**config.mk**
```make
export PLATFORM = sky130hd
export DESIGN_NAME = cp_serializer
export DESIGN_NICKNAME = d
export VERILOG_FILES = /design/src/rtl/cps_pkg.sv /design/src/rtl/cps_frame_build.sv /design/src/rtl/cps_frame_store.sv /design/src/rtl/cps_word_counter.sv /design/src/rtl/cp_serializer.sv
export SDC_FILE = /design/constraint.sdc
export NUM_CORES = 1
export LEC_CHECK = 0
export ABC_AREA = 1
export BUFFER_PORTS_ARGS = -buffer_cell sky130_fd_sc_hd__buf_4
export CORE_ASPECT_RATIO = 1.1
export CORE_UTILIZATION = 25
export CTS_BUF_LIST = sky130_fd_sc_hd__clkbuf_4
export DETAILED_ROUTE_END_ITERATION = 8
export GPL_TIMING_DRIVEN = 0
export REMOVE_ABC_BUFFERS = 1
export SLEW_MARGIN = 30
export SYNTH_ARGS = -nofsm -noshare
export SYNTH_HDL_FRONTEND = slang
export SYNTH_HIERARCHICAL = 1
export SYNTH_SLANG_ARGS = --single-unit
```
**constraint.sdc**
```tcl
create_clock -name clk -period 20.6 [get_ports clk]
set_input_delay 4.12 -clock clk [delete_from_list [all_inputs] [get_ports clk]]
set_output_delay 4.12 -clock clk [all_outputs]
set_load 0.03 [all_outputs]
```
**src/rtl/cps_pkg.sv**
```systemverilog
package cps_pkg;

  // Maps a frame position to the symbol word it carries.
  // Symbol word order: real 0..N-1, then imaginary 0..N-1.
  function automatic int frame_src(input int pos, input int cp_words, input int sym_words);
    if (pos < cp_words) return sym_words - cp_words + pos;
    return pos - cp_words;
  endfunction

endpackage

```
**src/rtl/cps_frame_build.sv**
```systemverilog
module cps_frame_build
  import cps_pkg::*;
#(
  parameter int SAMPLE_W = 16,
  parameter int N_PTS    = 8,
  parameter int CP_WORDS = 3,
  localparam int SYM_WORDS   = 2 * N_PTS,
  localparam int FRAME_WORDS = CP_WORDS + SYM_WORDS
) (
  input  logic [N_PTS*SAMPLE_W-1:0]              re_i,
  input  logic [N_PTS*SAMPLE_W-1:0]              im_i,
  output logic [FRAME_WORDS-1:0][SAMPLE_W-1:0]   frame_o
);

  logic [SYM_WORDS-1:0][SAMPLE_W-1:0] sym;
  assign sym = {im_i, re_i};

  for (genvar g = 0; g < FRAME_WORDS; g++) begin : g_word
    localparam int SRC = frame_src(g, CP_WORDS, SYM_WORDS);
    assign frame_o[g] = sym[SRC];
  end

endmodule

```
**src/rtl/cps_frame_store.sv**
```systemverilog
module cps_frame_store #(
  parameter int SAMPLE_W    = 16,
  parameter int FRAME_WORDS = 19
) (
  input  logic                                  clk,
  input  logic                                  rst,
  input  logic                                  load_i,
  input  logic [FRAME_WORDS-1:0][SAMPLE_W-1:0]  frame_i,
  output logic [FRAME_WORDS-1:0][SAMPLE_W-1:0]  frame_o
);

  always_ff @(posedge clk or posedge rst) begin
    if (rst)         frame_o <= '0;
    else if (load_i) frame_o <= frame_i;
  end

endmodule

```
**src/rtl/cps_word_counter.sv**
```systemverilog
module cps_word_counter #(
  parameter int FRAME_WORDS = 19,
  localparam int CW   = $clog2(FRAME_WORDS),
  localparam int LAST = FRAME_WORDS - 1
) (
  input  logic          clk,
  input  logic          rst,
  input  logic          start_i,
  input  logic          run_i,
  output logic [CW-1:0] cnt_o,
  output logic          last_o
);

  assign last_o = run_i && (cnt_o == CW'(LAST));

  always_ff @(posedge clk or posedge rst) begin
    if (rst)          cnt_o <= '0;
    else if (start_i) cnt_o <= '0;
    else if (last_o)  cnt_o <= '0;
    else if (run_i)   cnt_o <= cnt_o + 1'b1;
  end

endmodule

```
**src/rtl/cp_serializer.sv**
```systemverilog
module cp_serializer #(
  parameter int SAMPLE_W = 16,
  parameter int N_PTS    = 8,
  parameter int CP_WORDS = 3,
  localparam int SYM_WORDS   = 2 * N_PTS,
  localparam int FRAME_WORDS = CP_WORDS + SYM_WORDS,
  localparam int CW          = $clog2(FRAME_WORDS)
) (
  input  logic                      clk,
  input  logic                      rst,
  input  logic                      in_valid,
  output logic                      in_ready,
  input  logic [N_PTS*SAMPLE_W-1:0] in_re,
  input  logic [N_PTS*SAMPLE_W-1:0] in_im,
  output logic                      out_valid,
  output logic [SAMPLE_W-1:0]       out_data
);

  logic                                 busy;
  logic                                 accept_evt;
  logic                                 last_evt;
  logic [CW-1:0]                        word_cnt;
  logic [FRAME_WORDS-1:0][SAMPLE_W-1:0] frame_d;
  logic [FRAME_WORDS-1:0][SAMPLE_W-1:0] frame_q;

  assign accept_evt = in_valid && !busy;

  cps_frame_build #(
    .SAMPLE_W (SAMPLE_W),
    .N_PTS    (N_PTS),
    .CP_WORDS (CP_WORDS)
  ) u_build (
    .re_i    (in_re),
    .im_i    (in_im),
    .frame_o (frame_d)
  );

  cps_frame_store #(
    .SAMPLE_W    (SAMPLE_W),
    .FRAME_WORDS (FRAME_WORDS)
  ) u_store (
    .clk     (clk),
    .rst     (rst),
    .load_i  (accept_evt),
    .frame_i (frame_d),
    .frame_o (frame_q)
  );

  cps_word_counter #(
    .FRAME_WORDS (FRAME_WORDS)
  ) u_cnt (
    .clk     (clk),
    .rst     (rst),
    .start_i (accept_evt),
    .run_i   (busy),
    .cnt_o   (word_cnt),
    .last_o  (last_evt)
  );

  always_ff @(posedge clk or posedge rst) begin
    if (rst)             busy <= 1'b0;
    else if (accept_evt) busy <= 1'b1;
    else if (last_evt)   busy <= 1'b0;
  end

  assign in_ready  = !busy;
  assign out_valid = busy;
  assign out_data  = busy ? frame_q[word_cnt] : '0;

endmodule

```
==> flow_summary.json, run 1 <==
{
  "coreArea_um2": 71900,
  "cp-end-kind": "output port",
  "setup-tns-final_ns": 0,
  "r2r_slack_ns": 17.28,
  "drive_gt1_frac": 0.173,
  "vias": 14600,
  "numCtsBuffers": 90,
  "drv_cap": 0,
  "wl_met3_mm": 2.58,
  "clk_latency_ns": 0.84,
  "drt-pass1-iter-count": 5,
  "slew_headroom": 0.490,
  "gp_congestion": 0.767,
  "cts_root_buf": "clkbuf_4",
  "max_freq_mhz": 129,
  "final_max_slew_viol_count": 0,
  "ant_nets": 0,
  "final-setup-viol-count": 0,
  "start_util": 0.253,
  "wl_per_cell_um": 14.5,
  "portBuffers": 276,
  "min_path_type": "flip-flop to flip-flop",
  "grt_max_degree": 161,
  "highest_layer": "met5",
  "design_area_um2": 20000,
  "worstSetupPathType": "flip-flop to output port",
  "worstMarginPinSlew_ns": 0.764,
  "cts.sinks": 310,
  "yosysSeqAreaShare": 0.426,
  "power.density_nw_per_um2": 156,
  "grt_setup_unrepaired": "false",
  "cts_hold_buf": 0,
  "yosys.area.top_type_share": 0.426,
  "dp_hpwl_mm": 33.1,
  "p_leak_nw": 11.3,
  "place_inst": 3410,
  "period_minus_slack_ns": 7.74,
  "critPathArrivalTime_ns": 3.62,
  "wl_met1_mm": 23.6,
  "place_area_um2": 18800,
  "yosysTopAreaCell": "dfrtp_1",
  "fin_cells": 3584,
  "clk_path_buf_depth": 3,
  "rows": 103,
  "hold_slack_ns": 0.468,
  "drtIter0Drc": 859,
  "routed_wl_mm": 51.9,
  "antenna_found_initial": 8,
  "drc": 0,
  "finalCritPeriodShare": 0.376,
  "fillers": 8055,
  "grt.total_usage": 0.140,
  "cts_resized": 0,
  "finalHoldViolations": 0,
  "synth.area.top_cells": "dfrtp_1 (43%), nand2_1 (28%), buf_4 (13%)",
  "syn_inst": 2604,
  "ys_types": 23,
  "fp.dieH_um": 285,
  "avgSynthCellArea_um2": 7.00,
  "start_kind": "flip-flop",
  "met2_length_mm": 24.7,
  "ys_warn_count": 6,
  "synth-seq-cells": 310,
  "cts_tree": "built",
  "clk_pin_slew_worst_paths_ns": 0.06,
  "htreeDepth": 3,
  "die_w_um": 259,
  "required_ns": 16.48,
  "overflow": 0,
  "ir_drop_mv": 0.0728,
  "num_io_pins": 277,
  "worstPathMaxFanout": 46,
  "synth_area_um2": 18200,
  "die-area_um2": 74000,
  "skew_ns": 0.0635,
  "status": "finished, final reports clean",
  "via_per_inst": 4.08,
  "fin_nets": 2818,
  "grt_first_pass_wirelength_mm": 80.1,
  "post_cts_buffers": 0,
  "grt_pass1_vias": 13900,
  "syn_to_final_growth_pct": 9.78
}
## cells in the mapped netlist
master    instances
nand2_1        1341
buf_4           323
dfrtp_1         310
inv_1           251
nand3_1         178
buf_2            63
o21ai_0          30
buf_6            28
nor2_1           20
a21oi_1          17
clkbuf_1         11
buf_1             6
nor2_2            5
inv_2             4
nand4_1           4
o21ai_1           3
clkinv_1          2
ha_1              2
inv_4             2
nand2_2           1
nand3_2           1
nor2_4            1
nor3_2            1
## critical path, cell delays in order (launching register included)
cell and delay [ns]:
dfrtp_4 0.66, buf_12 0.26, buf_12 0.18, inv_6 0.29, buf_16 0.28, nand3_1 0.12, nand3_1 0.09, nand3_1 0.22
nand2_1 0.16, nand2_1 0.06, a21oi_1 0.21, buf_4 0.22
## sequential cells by signal, indices dropped and copies added (netlist names)
signal           flops
u_cnt/cnt_o          5
u_store/frame_o    304
out_valid            1
## logic make-up after synthesis
| group | count (synthesis) | synth area share |
|---|---|---|
| buf+inv | 690 | 0.225 |
| simple gates | 1552 | 0.334 |
| fa+ha+maj | 2 | 0.00137 |
| compound gates | 50 | 0.0137 |
| flops | 310 | 0.426 |
## power breakdown
part	switching, W	internal (W)
Clock	0.000287	0.000303
Sequential	0.000176	0.000899
Combinational	0.000965	0.000499
Total	0.00143	0.00170
## metrics by stage
stage	util	worst slack, ns	power [W]
floorplan	-	8.08	0.00204
global placement	0.255	0.776	0.00261
detailed placement	0.262	13.55	0.00258
CTS	0.278	12.61	0.00320
global route	0.278	12.50	0.00345
finish	0.278	12.86	0.00313
## layer usage
metal / track usage / vias up
met5: 0 / -
met3: 0.0272 / 75
li1: - / 7421
met1: 0.186 / 6779
met4: 0.0507 / 2
met2: 0.225 / 342
## worst paths after layout
kind / start / endpoint / cells past startpoint
hold reg to reg: u_store/frame_o[258] / u_store/frame_o[258] / 2
hold / removal: u_store/frame_o[258] / u_store/frame_o[258] / 2
max in group asynchronous: rst / u_store/frame_o[67] / 3
setup / recovery: u_cnt/cnt_o[1] / out_data[7] / 11
setup reg to reg: out_valid / u_store/frame_o[53] / 8
min in group asynchronous: rst / out_valid / 2
## layout by cell type (no fill, tap or decap), types with 10 or more instances in the layout
master,instances
diode_2,10
buf_4,276
clkbuf_4,122
a21oi_1,17
nand2_1,1341
o21ai_0,30
inv_1,249
buf_16,12
clkinv_2,14
clkinv_1,24
nor2_1,20
nand3_1,178
dfrtp_1,306
## final cells by class
cell class / instances / area [µm²] / area share
Multi-Input combinational cell: 1604 / 6380 / 0.319
Sequential cell: 310 / 7770 / 0.388
Clock buffer: 122 / 916 / 0.0458
Inverter: 259 / 1020 / 0.0512
Timing Repair Buffer: 292 / 2470 / 0.124
Antenna cell: 10 / 25.0 / 0.00125
Tap cell: 945 / 1180 / 0.0591
Clock inverter: 42 / 238 / 0.0119
Note: power is estimated with default switching activity, not from simulation.
==> run 2, diff against run 1 <==
ABC_AREA = 0   (was 1)
clock period = 7.46 ns   (was 20.6 ns; I/O delays follow)
==> run 2 against run 1 <==
Effect of this change:
- non-clock buffer count is 10 higher
- design area is 1.4% lower
- register-to-register slack worse by 13 ns
- wire length is 19% lower
- combinational power grew to 2.9 times the previous value
- die area is 3.7% lower
- utilization is 0.65 points higher
- via count is 36% lower
- clock power grew to 2.7 times the previous value
- cell count is 37% lower
- sequential power grew to 2.9 times the previous value
- synthesized cell count is 52% lower
- highest routed layer unchanged
==> flow_summary.json, run 2 <==
{
  "worstSetupPathType": "flip-flop to output port",
  "p_sw_w": 0.00310,
  "synth_edf_count": 0,
  "htreeDepth": 3,
  "die-area_um2": 71200,
  "post_cts_buffers": 0,
  "cts_tree": "built",
  "largest_reg_flops": 304,
  "fin_cells": 2259,
  "period_minus_slack_ns": 4.77,
  "grt_pass1_vias": 10600,
  "ant_nets": 0,
  "yosysSeqAreaShare": 0.442,
  "vias": 9307,
  "coreArea_um2": 69300,
  "multi_input_area_um2": 6960,
  "grt_setup_unrepaired": "false",
  "rows": 101,
  "cts_resized": 0,
  "drt-pass1-iter-count": 4,
  "antenna_found_initial": 3,
  "p_seq_frac": 0.352,
  "seq_area_um2": 7770,
  "clk_path_buf_depth": 3,
  "ys_warn_count": 6,
  "synth.area.top_cells": "dfrtp_1 (44%), mux2_4 (22%), buf_4 (13%)",
  "cts_hold_buf": 0,
  "wl_per_cell_um": 18.6,
  "design_area_um2": 19700,
  "via_per_inst": 4.12,
  "place_inst": 2103,
  "regMostFlops": "u_store/frame_o",
  "min_path_type": "flip-flop to flip-flop",
  "final_util": 0.285,
  "gp_congestion": 0.716,
  "layout_common_cells": "dfrtp_1 (307), buf_4 (276), mux2_4 (260), clkbuf_4 (125), mux2i_1 (96)",
  "power.density_nw_per_um2": 452,
  "worstMarginPinSlew_ns": 0.736,
  "fillers": 7114,
  "cts.sinks": 310,
  "grt.total_usage": 0.118,
  "layout_commonest_cell": "dfrtp_1",
  "clkPwrFrac": 0.180,
  "synth_flop_cell": "dfrtp_1",
  "ys_types": 35,
  "avgSynthCellArea_um2": 14.1,
  "synth_area_um2": 17500,
  "final_max_slew_viol_count": 0,
  "required_ns": 5.97,
  "start_kind": "flip-flop",
  "dp_hpwl_mm": 30.0,
  "finalCritPeriodShare": 0.639,
  "yosysTopAreaCell": "dfrtp_1",
  "drc": 0,
  "cp-end-kind": "output port",
  "max_freq_mhz": 210,
  "clk_pin_slew_worst_paths_ns": 0.06,
  "start_util": 0.253,
  "routed_wl_mm": 42.1,
  "synthArstFlopShare": 1.00,
  "drtIter0Drc": 350,
  "numCtsBuffers": 87,
  "cts_root_buf": "clkbuf_4",
  "critPathArrivalTime_ns": 3.27,
  "finalHoldViolations": 0,
  "fin_nets": 1526,
  "final-setup-viol-count": 0,
  "place_area_um2": 18600,
  "overflow": 0,
  "grt_max_degree": 92,
  "num_io_pins": 277,
  "drive_gt1_frac": 0.593,
  "yosysMostFrequentCell": "buf_4",
  "fp.dieH_um": 280,
  "r2r_slack_ns": 4.20,
  "status": "finished, final reports clean",
  "syn_to_final_growth_pct": 12.4,
  "synth-seq-cells": 310,
  "syn_inst": 1247,
  "p_leak_nw": 8.93,
  "yosys.area.top_type_share": 0.442,
  "swShare": 0.347,
  "p_comb_frac": 0.468,
  "synthTopCellsByCount": "buf_4 (315), dfrtp_1 (310), mux2_4 (260), mux2i_1 (96), mux2_2 (44)",
  "p_int_w": 0.00582,
  "slew_headroom": 0.510,
  "grt_first_pass_wirelength_mm": 63.5,
  "worstPathMaxFanout": 32,
  "ir_drop_mv": 0.173,
  "portBuffers": 276,
  "clk_latency_ns": 0.79,
  "drv_cap": 0,
  "skew_ns": 0.0457,
  "die_w_um": 255
}
-- run 2: cell count changes after synthesis, sizes merged, moves of 32 or more --
| cell | before | now |
|---|---|---|
| buf | 420 | 367 |
| mux2 | 0 | 304 |
| a22oi | 0 | 32 |
| o21ai | 33 | 0 |
| mux2i | 0 | 96 |
| inv | 257 | 5 |
| nand3 | 179 | 16 |
| nand2 | 1342 | 3 |
| mux4 | 0 | 32 |
-- run 2: metrics by stage --
stage / setup TNS, ns / hold slack [ns] / setup slack (ns) / power (W)
finish: 0 / 0.503 / 2.69 / 0.00892
global route: 0 / 0.438 / 2.38 / 0.00949
CTS: 0 / 0.405 / 2.39 / 0.00909
detailed placement: 0 / 0.489 / 3.30 / 0.00739
global placement: -2412.64 / 0.488 / -5.96 / 0.00756
floorplan: -804.75 / 0.477 / -2.43 / 0.00626
-- run 2: kinds of logic (layout without fill, tap and decap cells) --
family          count (synthesis)  count (layout)  synth area share
simple gates                   53              53            0.0163
flops                         310             310             0.442
fa+ha+maj                       2               2           0.00143
buf+inv                       378             459             0.164
other cells                     0               4                 0
compound gates                 70              70            0.0289
xor+xnor                        2               2          0.000999
mux                           432             432             0.347
-- run 2: power groups by stage --
stage	Clock (W)	Combinational [W]	Sequential [W]
floorplan	0	0.00320	0.00306
CTS	0.00169	0.00425	0.00315
detailed placement	0	0.00422	0.00317
global route	0.00178	0.00446	0.00325
finish	0.00160	0.00417	0.00314
global placement	0	0.00423	0.00333
-- run 2: layer usage --
layer / vias up / GRT usage / share of wire
met5: - / 0 / 0.00026
met2: 283 / 0.192 / 0.48
met4: 2 / 0.0458 / 0.025
met3: 89 / 0.0421 / 0.078
met1: 4743 / 0.142 / 0.42
li1: 4190 / - / -
-- run 2: final timing paths --
path	start	cells after the start	endpoint
worst max-delay path	u_cnt/cnt_o[1]	7	out_data[12]
worst min-delay path	u_store/frame_o[177]	1	u_store/frame_o[177]
worst max register to register	out_valid	7	u_store/frame_o[189]
worst min register to register	u_store/frame_o[177]	1	u_store/frame_o[177]
max in group asynchronous	rst	4	u_store/frame_o[292]
min in group asynchronous	rst	2	out_valid
-- run 2: area by class of cell --
class                      count  area share
multi-input combinational    559       0.353
inverter                       5     0.00133
tap                          927      0.0588
timing repair buffer         302       0.136
sequential                   310       0.394
clock inverter                27     0.00876
clock buffer                 125      0.0476
antenna                        4    0.000508
-- run 2: critical path, stage by stage, from the launching register on --
cell and delay, ns:
dfrtp_4 0.78, buf_16 0.29, nor2b_4 0.55, buf_16 0.22, a22oi_1 0.13, nand3_1 0.12
o221ai_1 0.14, buf_4 0.21
